## src/rtl/uart_rxb_pkg.sv

```systemverilog
package uart_rxb_pkg;
    localparam int unsigned FLAG_FE  = 0;
    localparam int unsigned FLAG_PE  = 1;
    localparam int unsigned FLAG_OVF = 2;
    localparam int unsigned NFLAG    = 3;
    localparam int unsigned SLOTS    = 2;
    localparam int unsigned CNT_W    = $clog2(SLOTS + 1);
endpackage

```

## src/rtl/uart_rxb_frmchk.sv

```systemverilog
module uart_rxb_frmchk #(
    parameter int unsigned DW = 8
) (
    input  logic [DW-1:0] data,
    input  logic          par_bit,
    input  logic          stop_bit,
    input  logic          par_en,
    input  logic          par_odd,
    output logic          fe,
    output logic          pe
);
    logic par_sum;

    always_comb begin
        par_sum = (^data) ^ par_bit;
        fe      = ~stop_bit;
        pe      = par_en & (par_sum ^ par_odd);
    end
endmodule

```

## src/rtl/uart_rxb_fifo.sv

```systemverilog
module uart_rxb_fifo
    import uart_rxb_pkg::*;
#(
    parameter int unsigned DW = 8
) (
    input  logic             clk,
    input  logic             rst_n,
    input  logic             push,
    input  logic [DW-1:0]    push_data,
    input  logic             push_fe,
    input  logic             push_pe,
    input  logic             pop,
    output logic [DW-1:0]    head_data,
    output logic             head_fe,
    output logic             head_pe,
    output logic [CNT_W-1:0] cnt,
    output logic             head_load,
    output logic             overrun
);
    typedef struct packed {
        logic [DW-1:0] data;
        logic          fe;
        logic          pe;
    } slot_t;

    typedef struct packed {
        slot_t [SLOTS-1:0] slot;
        logic [CNT_W-1:0]  cnt;
    } state_t;

    state_t           st_d, st_q;
    logic             pop_ok, push_ok;
    logic [CNT_W-1:0] mid;
    slot_t            incoming;

    always_comb begin
        st_d          = st_q;
        incoming.data = push_data;
        incoming.fe   = push_fe;
        incoming.pe   = push_pe;
        pop_ok        = pop && (st_q.cnt != '0);
        mid           = st_q.cnt - {{(CNT_W-1){1'b0}}, pop_ok};
        // shift only when a second byte exists; a lone popped head stays visible
        if (pop_ok && (st_q.cnt == CNT_W'(SLOTS))) st_d.slot[0] = st_q.slot[1];
        push_ok       = push && (mid < CNT_W'(SLOTS));
        overrun       = push && !push_ok;
        if (push_ok) st_d.slot[mid[0]] = incoming;
        st_d.cnt      = mid + {{(CNT_W-1){1'b0}}, push_ok};
        head_load     = (pop_ok && (st_q.cnt == CNT_W'(SLOTS))) || (push_ok && (mid == '0));
        head_data     = st_q.slot[0].data;
        head_fe       = st_d.slot[0].fe;
        head_pe       = st_d.slot[0].pe;
        cnt           = st_q.cnt;
    end

    always_ff @(posedge clk) begin
        if (!rst_n) st_q <= '0;
        else        st_q <= st_d;
    end
endmodule

```

## src/rtl/uart_rxb_flags.sv

```systemverilog
module uart_rxb_flags #(
    parameter int unsigned NF = 3
) (
    input  logic          clk,
    input  logic          rst_n,
    input  logic [NF-1:0] set,
    input  logic [NF-1:0] clr,
    input  logic [NF-1:0] en,
    output logic [NF-1:0] flags,
    output logic          irq
);
    typedef struct packed {
        logic [NF-1:0] flg;
    } state_t;

    state_t        st_d, st_q;
    logic [NF-1:0] masked;

    always_comb begin
        st_d     = st_q;
        st_d.flg = (st_q.flg & ~clr) | set;
    end

    always_ff @(posedge clk) begin
        if (!rst_n) st_q <= '0;
        else        st_q <= st_d;
    end

    for (genvar i = 0; i < NF; i++) begin : g_mask
        assign masked[i] = st_q.flg[i] & en[i];
    end

    assign flags = st_q.flg;
    assign irq   = |masked;
endmodule

```

## src/rtl/uart_rx_errbuf.sv

```systemverilog
module uart_rx_errbuf
    import uart_rxb_pkg::*;
#(
    parameter int unsigned DW = 8
) (
    input  logic             clk,
    input  logic             rst_n,
    input  logic             cfg_par_en,
    input  logic             cfg_par_odd,
    input  logic             frm_valid,
    input  logic [DW-1:0]    frm_data,
    input  logic             frm_par,
    input  logic             frm_stop,
    input  logic             rd_stb,
    output logic [DW-1:0]    rd_data,
    output logic             rd_avail,
    input  logic [NFLAG-1:0] flag_clr,
    input  logic [NFLAG-1:0] irq_en,
    output logic [NFLAG-1:0] flags,
    output logic             irq
);
    logic             new_fe, new_pe;
    logic             head_fe, head_pe, head_load, overrun;
    logic [CNT_W-1:0] fifo_cnt;
    logic [NFLAG-1:0] flag_set;

    uart_rxb_frmchk #(.DW(DW)) u_chk_frame (
        .data     (frm_data),
        .par_bit  (frm_par),
        .stop_bit (frm_stop),
        .par_en   (cfg_par_en),
        .par_odd  (cfg_par_odd),
        .fe       (new_fe),
        .pe       (new_pe)
    );

    uart_rxb_fifo #(.DW(DW)) u_fifo (
        .clk       (clk),
        .rst_n     (rst_n),
        .push      (frm_valid),
        .push_data (frm_data),
        .push_fe   (new_fe),
        .push_pe   (new_pe),
        .pop       (rd_stb),
        .head_data (rd_data),
        .head_fe   (head_fe),
        .head_pe   (head_pe),
        .cnt       (fifo_cnt),
        .head_load (head_load),
        .overrun   (overrun)
    );

    always_comb begin
        flag_set           = '0;
        flag_set[FLAG_FE]  = head_load & head_fe;
        flag_set[FLAG_PE]  = head_load & head_pe;
        flag_set[FLAG_OVF] = overrun;
    end

    uart_rxb_flags #(.NF(NFLAG)) u_flags (
        .clk   (clk),
        .rst_n (rst_n),
        .set   (flag_set),
        .clr   (flag_clr),
        .en    (irq_en),
        .flags (flags),
        .irq   (irq)
    );

    assign rd_avail = (fifo_cnt != '0);
endmodule

```

## config.mk

```make
export PLATFORM = sky130hd
export DESIGN_NAME = uart_rx_errbuf
export DESIGN_NICKNAME = d
export VERILOG_FILES = /design/src/rtl/uart_rxb_pkg.sv /design/src/rtl/uart_rxb_frmchk.sv /design/src/rtl/uart_rxb_fifo.sv /design/src/rtl/uart_rxb_flags.sv /design/src/rtl/uart_rx_errbuf.sv
export SDC_FILE = /design/constraint.sdc
export NUM_CORES = 1
export LEC_CHECK = 0
export BUFFER_PORTS_ARGS = -buffer_cell sky130_fd_sc_hd__buf_4
export CAP_MARGIN = 5
export CELL_PAD_IN_SITES_DETAIL_PLACEMENT = 0
export CELL_PAD_IN_SITES_GLOBAL_PLACEMENT = 1
export CORE_ASPECT_RATIO = 1.25
export CORE_UTILIZATION = 36
export CTS_BUF_LIST = sky130_fd_sc_hd__clkbuf_4 sky130_fd_sc_hd__clkbuf_8 sky130_fd_sc_hd__clkbuf_16
export DETAILED_ROUTE_END_ITERATION = 10
export MAX_ROUTING_LAYER = met4
export PLACE_DENSITY = 0.85
export SYNTH_ARGS = -nofsm -noshare
export SYNTH_HDL_FRONTEND = slang
export SYNTH_SLANG_ARGS = --single-unit
```

## constraint.sdc

```tcl
create_clock -name clk -period 2.65 [get_ports clk]
set_clock_uncertainty 0.05 [all_clocks]
set_input_delay 0.3975 -clock clk [delete_from_list [all_inputs] [get_ports clk]]
set_output_delay 0.3975 -clock clk [all_outputs]
set_load 0.1 [all_outputs]
```

Word level (Yosys, flattened, before mapping):

Cells that the tools add are included.
W data, S select, Z words.

* add/sub/neg operators: 2
* $lt $le $gt $ge: 3
* equality and inequality tests: 1
* multiplexer cells: 5
* bitwise operators: 12
* reductions and logical operators: 12

Operators with widths (count)
* $mux W10: 3
* $bwmux W20: 1
* $demux W10 S1: 1
* $reduce_xor A8 Y1: 1
* $and A1 B1 Y1: 6
* $logic_and A1 B1 Y1: 6
* $and A3 B3 Y3: 1
* $not A3 Y3: 1
* $or A3 B3 Y3: 1
* $reduce_or A3 Y1: 1
* $add A2 B1 Y2: 1
* $eq A2 B2 Y1 const B: 1
* $logic_not A2 Y1: 1
* $lt A1 B2 Y1 const B: 1
* $lt A2 B2 Y1 const B: 1
* $reduce_bool A2 Y1: 1
* $sub A2 B1 Y2: 1
* $xor A1 B1 Y1: 2
* $ge A1 B1 Y1 const B: 1
* $logic_not A1 Y1: 1
* $logic_or A1 B1 Y1: 1
* $not A1 Y1: 1

* register bits: 25
* input bits: 22
* output and inout bits: 13
* logic and storage cells: 43

Depth between registers and ports, before layout:

Gate-level depths: netlist of the first run.

* depth after elaboration: 11
* mapped depth: 9
* mapped depth without buffers: 8

By module:

From an unflattened synthesis of the first run, not the netlist that was laid out.

* cell total of the unflattened synthesis: 142
* area total of the unflattened synthesis: 1336.3 sq um

Modules (own cells, without submodules)
* uart_rxb_fifo: times used 1, cells each 118, area an instance 1108.6 sq um, seq. area each 440.4 sq um
* uart_rxb_flags: times used 1, cells each 11, area an instance 115.1 sq um, seq. area each 60.1 sq um
* uart_rxb_frmchk: times used 1, cells each 10, area an instance 93.8 sq um, seq. area each 0.0 sq um
* uart_rx_errbuf: times used 1, cells each 3, area an instance 18.8 sq um, seq. area each 0.0 sq um

Worst setup path after synthesis of the first run:

Ideal clock, no wire load.

* path type: register to register
* from: reg u_fifo.st_q (netlist bit u_fifo.cnt[1])
* to: reg u_fifo.st_q[14] in the netlist's numbering
* library setup time: 0.128 ns
* arrival: 2.583 ns
* data required time: 2.472 ns
* slack: -0.111 ns
* cell stages (with the launch flop): 10
* path buffers: 1
* period minus slack after synthesis: 2.761 ns
* cells stage by stage: dfxtp_1 > or2_2 > and2_1 > ha_1 > xnor2_1 > and2_1 > ha_1 > buf_1 > mux2i_1 > nor2_1

* longest elaborated chain between the ends: 8
* elaborated cells on any way between the ends: 11
* those cells by class: add/sub (1); order compare (3); mux (3); reduce/logical (4)

RTL lines
* start, declared: RTL line uart_rxb_fifo.sv:31 `state_t st_d, st_q;`
* start signal, assigned: RTL line uart_rxb_fifo.sv:58 `else st_q <= st_d;`
* $reduce_bool A2 Y1 *
* via rd_avail: RTL line uart_rx_errbuf.sv:16 `output logic rd_avail,`
* $logic_and A1 B1 Y1 *: RTL line uart_rxb_fifo.sv:41 `pop_ok = pop && (st_q.cnt != '0);`
* $sub A2 B1 Y2 *: RTL line uart_rxb_fifo.sv:42 `mid = st_q.cnt - {{(CNT_W-1){1'b0}}, pop_ok};`
* $lt A1 B2 Y1 (not written as such) / $ge A1 B1 Y1 (equally long branches): RTL line uart_rxb_fifo.sv:47 `if (push_ok) st_d.slot[mid[0]] = incoming;`
* $logic_and A1 B1 Y1 (not written as such): RTL line uart_rxb_fifo.sv:47
* $mux W10 (not written as such): RTL line uart_rxb_fifo.sv:47
* $demux W10 S1
* $bwmux W20: RTL line uart_rxb_fifo.sv:47

Mark *: on every way through the listed nets, which the timed path passes. The rest lies on a longest branch.
A chain may end at the register's enable or synchronous reset.

Worst setup path after layout of the first run:

* from: reg u_fifo.st_q (netlist bit u_fifo.cnt[1])
* to: reg u_fifo.st_q[18] in the netlist's numbering

* longest elaborated chain between the ends: 8
* elaborated cells on any way between the ends: 11
* those cells by class: add/sub (1); order compare (3); mux (3); reduce/logical (4)

RTL lines (RTL line)
* $reduce_bool A2 Y1: uart_rxb_fifo.sv:41
* $logic_and A1 B1 Y1: uart_rxb_fifo.sv:41
* $sub A2 B1 Y2 *: uart_rxb_fifo.sv:42
* $lt A1 B2 Y1 (not written as such) / $ge A1 B1 Y1 (equally long branches): uart_rxb_fifo.sv:47
* $logic_and A1 B1 Y1 (not written as such): uart_rxb_fifo.sv:47
* $mux W10 (not written as such): uart_rxb_fifo.sv:47
* $demux W10 S1
* $bwmux W20: uart_rxb_fifo.sv:47

Every way passes the cells marked *; elsewhere a longest branch is shown, timed or not.

==> flow_summary.toml, run 1 <==
[logic_synthesis]
synth_commonest_cells = "dfxtp_1, nand2_1, nor2_1"
synth_area_leader_cell = "dfxtp_1"
yosys-top-cells-area = "dfxtp_1, mux2i_1, nand2_1"
seq_area_frac_synth = 0.409
syn-num-nets = 152
netlist_area_mm2 = 0.00113
postSynthAreaPerCell_um2 = 8.80
async_flop_share = 0
synthCells = 128
synth-seq-cells = 23
ys_types = 30
ys_warn_count = 0
synth_top_cell_area_share = 0.409
yosys_most_used_dff = "dfxtp_1"
synth-edff-count = 0
synth_most_common_cell = "dfxtp_1"

[floorplanning]
start_util = 0.382
placementRows = 22
fp.coreArea_mm2 = 0.00295
die_w_um = 52.0
io_pins = 35
die-area_mm2 = 0.00336
die_y_um = 64.5

[sta]
tightest_slew_ns = 0.567
rsz0062_at_grt = "false"
hold_viol = 0
period_minus_slack_ns = 2.45
worst_hold_slack_ns = 0.232
final.setup.tns_ns = 0
relSlewSlack = 0.621
max_freq_ghz = 0.408
drv_slew = 0
finalCritPeriodShare = 0.926
setup_viol = 0

[clocking]
clockBufferDepth = 2
tritoncts = "built"
worst_skew_pair.late_latency_ns = 0.30
ctsHoldBuffers = 0
clkTransAtPathRegs_ns = 0.11
cts_setup_buffers = 0
numCtsBuffers = 3
cts_root_buf = "clkbuf_4"
htreeDepth = 1
cts.sinks = 23
ctsResizeCount = 0

[power]
p_leak_nw = 0.612
cellPowerDensity_mw_per_mm2 = 1330
power_mw = 1.86
vdd_drop_max_v = 0.000556

[placement]
place_hpwl_um = 1760
gp_congestion = 0.817
port_buffers = 34

[setup_path]
worstPathRequired_ns = 2.77
endpoint_kind = "register"
startpoint_type = "register"
path_class = "register to register"
r2r_cells = 9
rr_startpoint = "u_fifo.cnt[1]"
crit_arrival_ns = 2.58
r2r_slack_ns = 0.20
reg2reg_to = "u_fifo.st_q[18]"
cp_max_fo = 7

[routing]
drt_wl_total_um = 2290
final_antenna_net_count = 0
avgRoutedWirePerCell_um = 12.0
dr.pass1.iters = 4
viasPerCell = 4.78
drt-initial-drc-count = 20
drc = 0
num_vias = 913

[grt]
grt_pass1_vias = 898
grt_max_degree = 20
overflow = 0
grt_usage = 0.157
antenna_found_initial = 0
grt_pass1_wl_um = 3920

[min_path]
hold_path.class = "primary input to register"
worstHoldStart = "frm_stop"
hold_path_end = "u_fifo.st_q[13]"
holdPathStages = 2

[outcome]
status = "finished clean"

[final_layout]
nNetsFinal = 180
layout-drive-gt1-share = 0.277
multiInputGateArea_um2 = 556
nFillCells = 286
regArea_um2 = 460
area_delta_synth_final_pct = 23.9
diodes = 0

[flow_run]
max_cap_violations = 0
## final cells by class
cell class | instances | area share
Clock buffer | 4 | 0.0215
Inverter | 7 | 0.0188
Multi-Input combinational cell | 84 | 0.398
Sequential cell | 23 | 0.330
Tap cell | 36 | 0.0323
Timing Repair Buffer | 37 | 0.199
## metal layers
metal | track usage | vias to the layer above | part of all wire
met3 | 0.0282 | 2 | 0.033
met2 | 0.258 | 16 | 0.50
met4 | 0.0507 | 0 | 0.0074
li1 | - | 474 | -
met1 | 0.190 | 421 | 0.45
met5 | - | - | 0
## critical path: stages (launching register included)
cell and delay, ns:
dfxtp_1 0.35, or2_2 0.31, and2_1 0.17, ha_1 0.18, xnor2_1 0.29, and2_1 0.22, ha_1 0.30, buf_4 0.20
mux2i_1 0.20, nor2_1 0.06
## worst max path at each step
| stage | startpoint | end | cells past startpoint |
|---|---|---|---|
| floorplan | u_fifo.cnt[1] | u_fifo.st_q[14] | 9 |
| global placement | u_fifo.cnt[1] | u_fifo.st_q[18] | 9 |
| detailed placement | u_fifo.cnt[1] | u_fifo.st_q[18] | 9 |
| CTS | u_fifo.cnt[1] | u_fifo.st_q[18] | 9 |
| global route | u_fifo.cnt[1] | u_fifo.st_q[20] | 9 |
| finish | u_fifo.cnt[1] | u_fifo.st_q[18] | 9 |
## cells by family (layout without fill, tap and decap cells)
| family | after synthesis | after routing | share of synthesized area |
|---|---|---|---|
| AO/OA/AOI/OAI | 16 | 16 | 0.114 |
| XOR/XNOR | 10 | 10 | 0.0967 |
| adder cells (fa/ha/maj) | 2 | 2 | 0.0222 |
| buffers and inverters | 21 | 48 | 0.0978 |
| flip-flops | 23 | 23 | 0.409 |
| multiplexers | 8 | 8 | 0.0711 |
| AND/OR/NAND/NOR | 48 | 48 | 0.189 |
## placed cells by master (no fill, tap or decap)
cell      count
and3_1        1
a222oi_1      1
ha_1          2
o22ai_1       2
buf_4        37
nand2b_1      1
inv_1         7
xor2_1        2
a211oi_1      1
a21boi_1      1
a32oi_1       1
nor2_1       18
nand2_1      19
xnor2_2       1
and3b_1       1
a21oi_1       1
nand3_1       1
a311oi_1      8
a21o_1        1
xnor3_1       1
or2_2         1
mux2i_1       8
and2_1        4
nand3b_1      1
or3b_1        1
xnor2_1       6
clkbuf_4      4
dfxtp_1      23
## where the power goes
part | leakage [nW] | internal [mW] | switching (mW)
logic | 0.406 | 0.308 | 0.856
registers | 0.188 | 0.461 | 0.0647
clock network | 0.0184 | 0.0688 | 0.0982
total | 0.612 | 0.838 | 1.02
## state kept, by name, indices dropped and copies added (netlist names)
register	flops
u_fifo.cnt	2
u_flags.flags	3
u_fifo.head_data	8
u_fifo.st_q	10
## through the flow
step	area [µm²]	std cells	util	setup slack, ns
finish	1400	191	0.474	0.197
global route	1400	191	0.474	0.0113
CTS	1400	191	0.474	0.187
detailed placement	1370	187	0.463	0.223
global placement	1370	187	0.463	0.324
floorplan	1130	128	-	0.0771
No activity file was read; power rests on OpenSTA's default activity.
==> run 2: changes to the inputs <==
--- a/config.mk
+++ b/config.mk
@@ -5,16 +5,17 @@
 export SDC_FILE = /design/constraint.sdc
 export NUM_CORES = 1
 export LEC_CHECK = 0
-export BUFFER_PORTS_ARGS = -buffer_cell sky130_fd_sc_hd__buf_4
 export CAP_MARGIN = 5
 export CELL_PAD_IN_SITES_DETAIL_PLACEMENT = 0
 export CELL_PAD_IN_SITES_GLOBAL_PLACEMENT = 1
 export CORE_ASPECT_RATIO = 1.25
-export CORE_UTILIZATION = 36
+export CORE_UTILIZATION = 44
 export CTS_BUF_LIST = sky130_fd_sc_hd__clkbuf_4 sky130_fd_sc_hd__clkbuf_8 sky130_fd_sc_hd__clkbuf_16
 export DETAILED_ROUTE_END_ITERATION = 10
+export DONT_BUFFER_PORTS = 1
 export MAX_ROUTING_LAYER = met4
-export PLACE_DENSITY = 0.85
+export PLACE_DENSITY = 0.84
+export RECOVER_POWER = 100
 export SYNTH_ARGS = -nofsm -noshare
 export SYNTH_HDL_FRONTEND = slang
 export SYNTH_SLANG_ARGS = --single-unit
==> flow_summary.toml, run 2 (synthesis gave the netlist of run 1 again) <==
[outcome]
status = "finished clean"

[clocking]
cts.sinks = 23
worst_skew_pair.late_latency_ns = 0.33
numCtsBuffers = 3
ctsResizeCount = 0
ctsHoldBuffers = 0
cts_setup_buffers = 0
clkTransAtPathRegs_ns = 0.13
tritoncts = "built"
clockBufferDepth = 2
cts_root_buf = "clkbuf_4"
htreeDepth = 1

[setup_path]
endpoint_kind = "register"
rr_startpoint = "u_fifo.cnt[1]"
crit_arrival_ns = 2.58
startpoint_type = "register"
cp_max_fo = 9
path_class = "register to register"
r2r_cells = 9
cp-startpoint = "u_fifo.cnt[1]"
worstPathRequired_ns = 2.81

[sta]
drv_slew = 0
max_freq_ghz = 0.414
setup_viol = 0
rsz0062_at_grt = "false"
hold_viol = 0
final.setup.tns_ns = 0
finalCritPeriodShare = 0.912
tightest_slew_ns = 1.21
period_minus_slack_ns = 2.42
relSlewSlack = 0.194

[grt]
grt_pass1_vias = 854
grt_max_degree = 20
antenna_found_initial = 0
grt_usage = 0.192
overflow = 0
grt_pass1_wl_um = 3640

[min_path]
hold_path.class = "primary input to register"
holdPathStages = 1
worstHoldStart = "frm_stop"

[floorplanning]
fp.coreArea_mm2 = 0.00243
start_util = 0.464
die_y_um = 58.6
die_w_um = 47.3
die-area_mm2 = 0.00277
io_pins = 35
placementRows = 20

[final_layout]
layout_common_cells = "dfxtp_1, nand2_1, nor2_1"
area_delta_synth_final_pct = 5.22
layout-drive-gt1-share = 0.0902
top_register = "u_fifo.st_q"
diodes = 0
final_common_cell = "dfxtp_1"
nNetsFinal = 158
largest_reg_flops = 10

[placement]
place_hpwl_um = 1640
port_buffers = 0
gp_congestion = 0.778

[routing]
num_vias = 869
drt-initial-drc-count = 18
drc = 0
final_antenna_net_count = 0
drt_wl_total_um = 2180
dr.pass1.iters = 4
viasPerCell = 5.23
avgRoutedWirePerCell_um = 13.1

[flow_run]
max_cap_violations = 0
==> run 2: final cells by class <==
class,instances,area [µm²]
sequential,23,460
tap,33,41.3
clock buffer,3,22.5
multi-input combinational,84,556
timing repair buffer,15,73.8
fill,251,1240
inverter,7,26.3
clock inverter,1,5.00
==> run 2: worst paths after layout <==
| kind | slack [ns] | to |
|---|---|---|
| max | 0.23 | u_fifo.st_q[16] |
| min | 0.10 | u_fifo.st_q[13] |
| max reg2reg | 0.23 | u_fifo.st_q[16] |
| min reg2reg | 0.43 | u_fifo.head_data[3] |
==> run 2: critical path, cell delays in order, from the launching register on <==
cell and delay, ns:
dfxtp_1 0.36, or2_2 0.32, and2_1 0.16, ha_1 0.19
xnor2_1 0.17, and2_0 0.21, ha_1 0.35, buf_4 0.25
mux2i_1 0.20, nor2_1 0.06
==> run 2: per-stage QoR <==
step	std cells	util	hold slack, ns	area [µm²]	worst slack (ns)
floorplan	128	-	0.396	1130	0.0771
global placement	162	0.493	0.414	1200	0.374
detailed placement	162	0.493	0.423	1200	0.293
CTS	166	0.504	0.0880	1220	0.256
global route	166	0.488	0.0774	1180	0.0306
finish	166	0.488	0.103	1180	0.234
==> run 2: layer usage <==
metal | vias to the layer above | wire (µm) | track usage
met5 | - | 0 | -
met4 | 0 | 50 | 0.106
met3 | 6 | 149 | 0.0552
met2 | 29 | 1040 | 0.286
met1 | 404 | 936 | 0.227
li1 | 430 | - | -
Power of run 2 is not shown: default switching activity piles up to over one toggle a cycle in this logic, so the estimate is an artifact.
==> run 3: changes to the inputs <==
--- a/config.mk
+++ b/config.mk
@@ -8,14 +8,13 @@
 export CAP_MARGIN = 5
 export CELL_PAD_IN_SITES_DETAIL_PLACEMENT = 0
 export CELL_PAD_IN_SITES_GLOBAL_PLACEMENT = 1
-export CORE_ASPECT_RATIO = 1.25
 export CORE_UTILIZATION = 44
 export CTS_BUF_LIST = sky130_fd_sc_hd__clkbuf_4 sky130_fd_sc_hd__clkbuf_8 sky130_fd_sc_hd__clkbuf_16
 export DETAILED_ROUTE_END_ITERATION = 10
 export DONT_BUFFER_PORTS = 1
 export MAX_ROUTING_LAYER = met4
 export PLACE_DENSITY = 0.84
-export RECOVER_POWER = 100
+export RECOVER_POWER = 25
 export SYNTH_ARGS = -nofsm -noshare
 export SYNTH_HDL_FRONTEND = slang
 export SYNTH_SLANG_ARGS = --single-unit
==> flow_summary.toml, run 3 (synthesis gave the netlist of run 1 again) <==
[clocking]
clockBufferDepth = 2
cts_setup_buffers = 0
cts_root_buf = "clkbuf_4"
ctsHoldBuffers = 0
htreeDepth = 1
worst_skew_pair.late_latency_ns = 0.32
numCtsBuffers = 3
ctsResizeCount = 0
tritoncts = "built"
cts.sinks = 23
clkTransAtPathRegs_ns = 0.12

[setup_path]
path_class = "register to register"
crit_top_cell = "and2_1"
r2r_slack_ns = 0.31
crit_arrival_ns = 2.51
cp_max_fo = 11
endpoint_kind = "register"
path_cells = "or2_2 -> and2_1 -> ha_1 -> xnor2_1 -> and2_1 -> nand2_1 -> buf_4 -> nor2_1 -> a311oi_1"
slowest_delay_ns = 0.36
startpoint_type = "register"
worstPathRequired_ns = 2.82
slowest_stage = "dfxtp_1"

[sta]
hold_viol = 0
setup_viol = 0
rsz0062_at_grt = "false"
finalCritPeriodShare = 0.882
max_freq_ghz = 0.428
final.setup.tns_ns = 0
drv_slew = 0
tightest_slew_ns = 1.21
period_minus_slack_ns = 2.34
relSlewSlack = 0.193

[final_layout]
area_delta_synth_final_pct = 6.44
layout-drive-gt1-share = 0.112
largest_reg_flops = 10
multiInputGateArea_um2 = 556
fin_util = 0.517
regArea_um2 = 460
nNetsFinal = 159
top_register = "u_fifo.st_q"
nFillCells = 227
diodes = 0
layout_common_cells = "dfxtp_1, nand2_1, nor2_1"
final_common_cell = "dfxtp_1"

[floorplanning]
placementRows = 17
die_w_um = 52.6
start_util = 0.486
die-area_mm2 = 0.00277
fp.coreArea_mm2 = 0.00232
die_y_um = 52.6
io_pins = 35

[routing]
drt_wl_total_um = 2270
dr.pass1.iters = 4
num_vias = 869
viasPerCell = 5.36
drt-initial-drc-count = 20
final_antenna_net_count = 0
drc = 0
avgRoutedWirePerCell_um = 14.0

[placement]
place_hpwl_um = 1650
port_buffers = 0
gp_congestion = 0.684

[flow_run]
max_cap_violations = 0

[grt]
grt_max_degree = 20
grt_pass1_wl_um = 3620
overflow = 0
grt_usage = 0.191
antenna_found_initial = 0
grt_pass1_vias = 826

[outcome]
status = "finished clean"

[min_path]
hold_path.class = "primary input to register"
[run 3: critical path, delay by kind of cell, from the launching register on]
| kind | cells | cell delay, ns |
|---|---|---|
| buffers and inverters | 1 | 0.24 |
| adders and majority gates | 1 | 0.18 |
| and+or+nand+nor | 5 | 1.01 |
| DFF | 1 | 0.36 |
| xor gates and xnor gates | 1 | 0.14 |
| AOI/OAI and AO/OA | 1 | 0.26 |
[run 3: stage by stage]
step           hold WS (ns)  area, µm²  instances  setup WS (ns)
2_1_floorplan         0.396       1130        128         0.0771
3_3_place_gp          0.405       1200        158          0.477
3_5_place_dp          0.420       1200        158          0.340
4_1_cts              0.0988       1220        162          0.303
5_1_grt              0.0930       1200        162          0.153
6_report              0.113       1200        162          0.312
[run 3: routing by layer]
layer  vias up  part of all wire  track usage
met2        23              0.47        0.293
met4         0            0.0088       0.0921
met5         -                 0            -
met3         2             0.060       0.0493
met1       406              0.46        0.231
li1        438                 -            -
[run 3: cell type report]
class,instances,share of cell area
clock inverter,1,0.00418
timing repair buffer,16,0.0783
sequential,23,0.384
clock buffer,3,0.0188
inverter,7,0.0219
tap,28,0.0292
multi-input combinational,84,0.463
[run 3: final timing paths]
kind / start / depth (start not counted) / end
setup / recovery: u_fifo.cnt[1] / 9 / u_fifo.head_data[4]
hold / removal: frm_stop / 1 / u_fifo.st_q[13]
setup reg to reg: u_fifo.cnt[1] / 9 / u_fifo.head_data[4]
hold reg to reg: u_fifo.st_q[21] / 2 / u_fifo.head_data[7]
Power of run 3 is left out for the same reason.
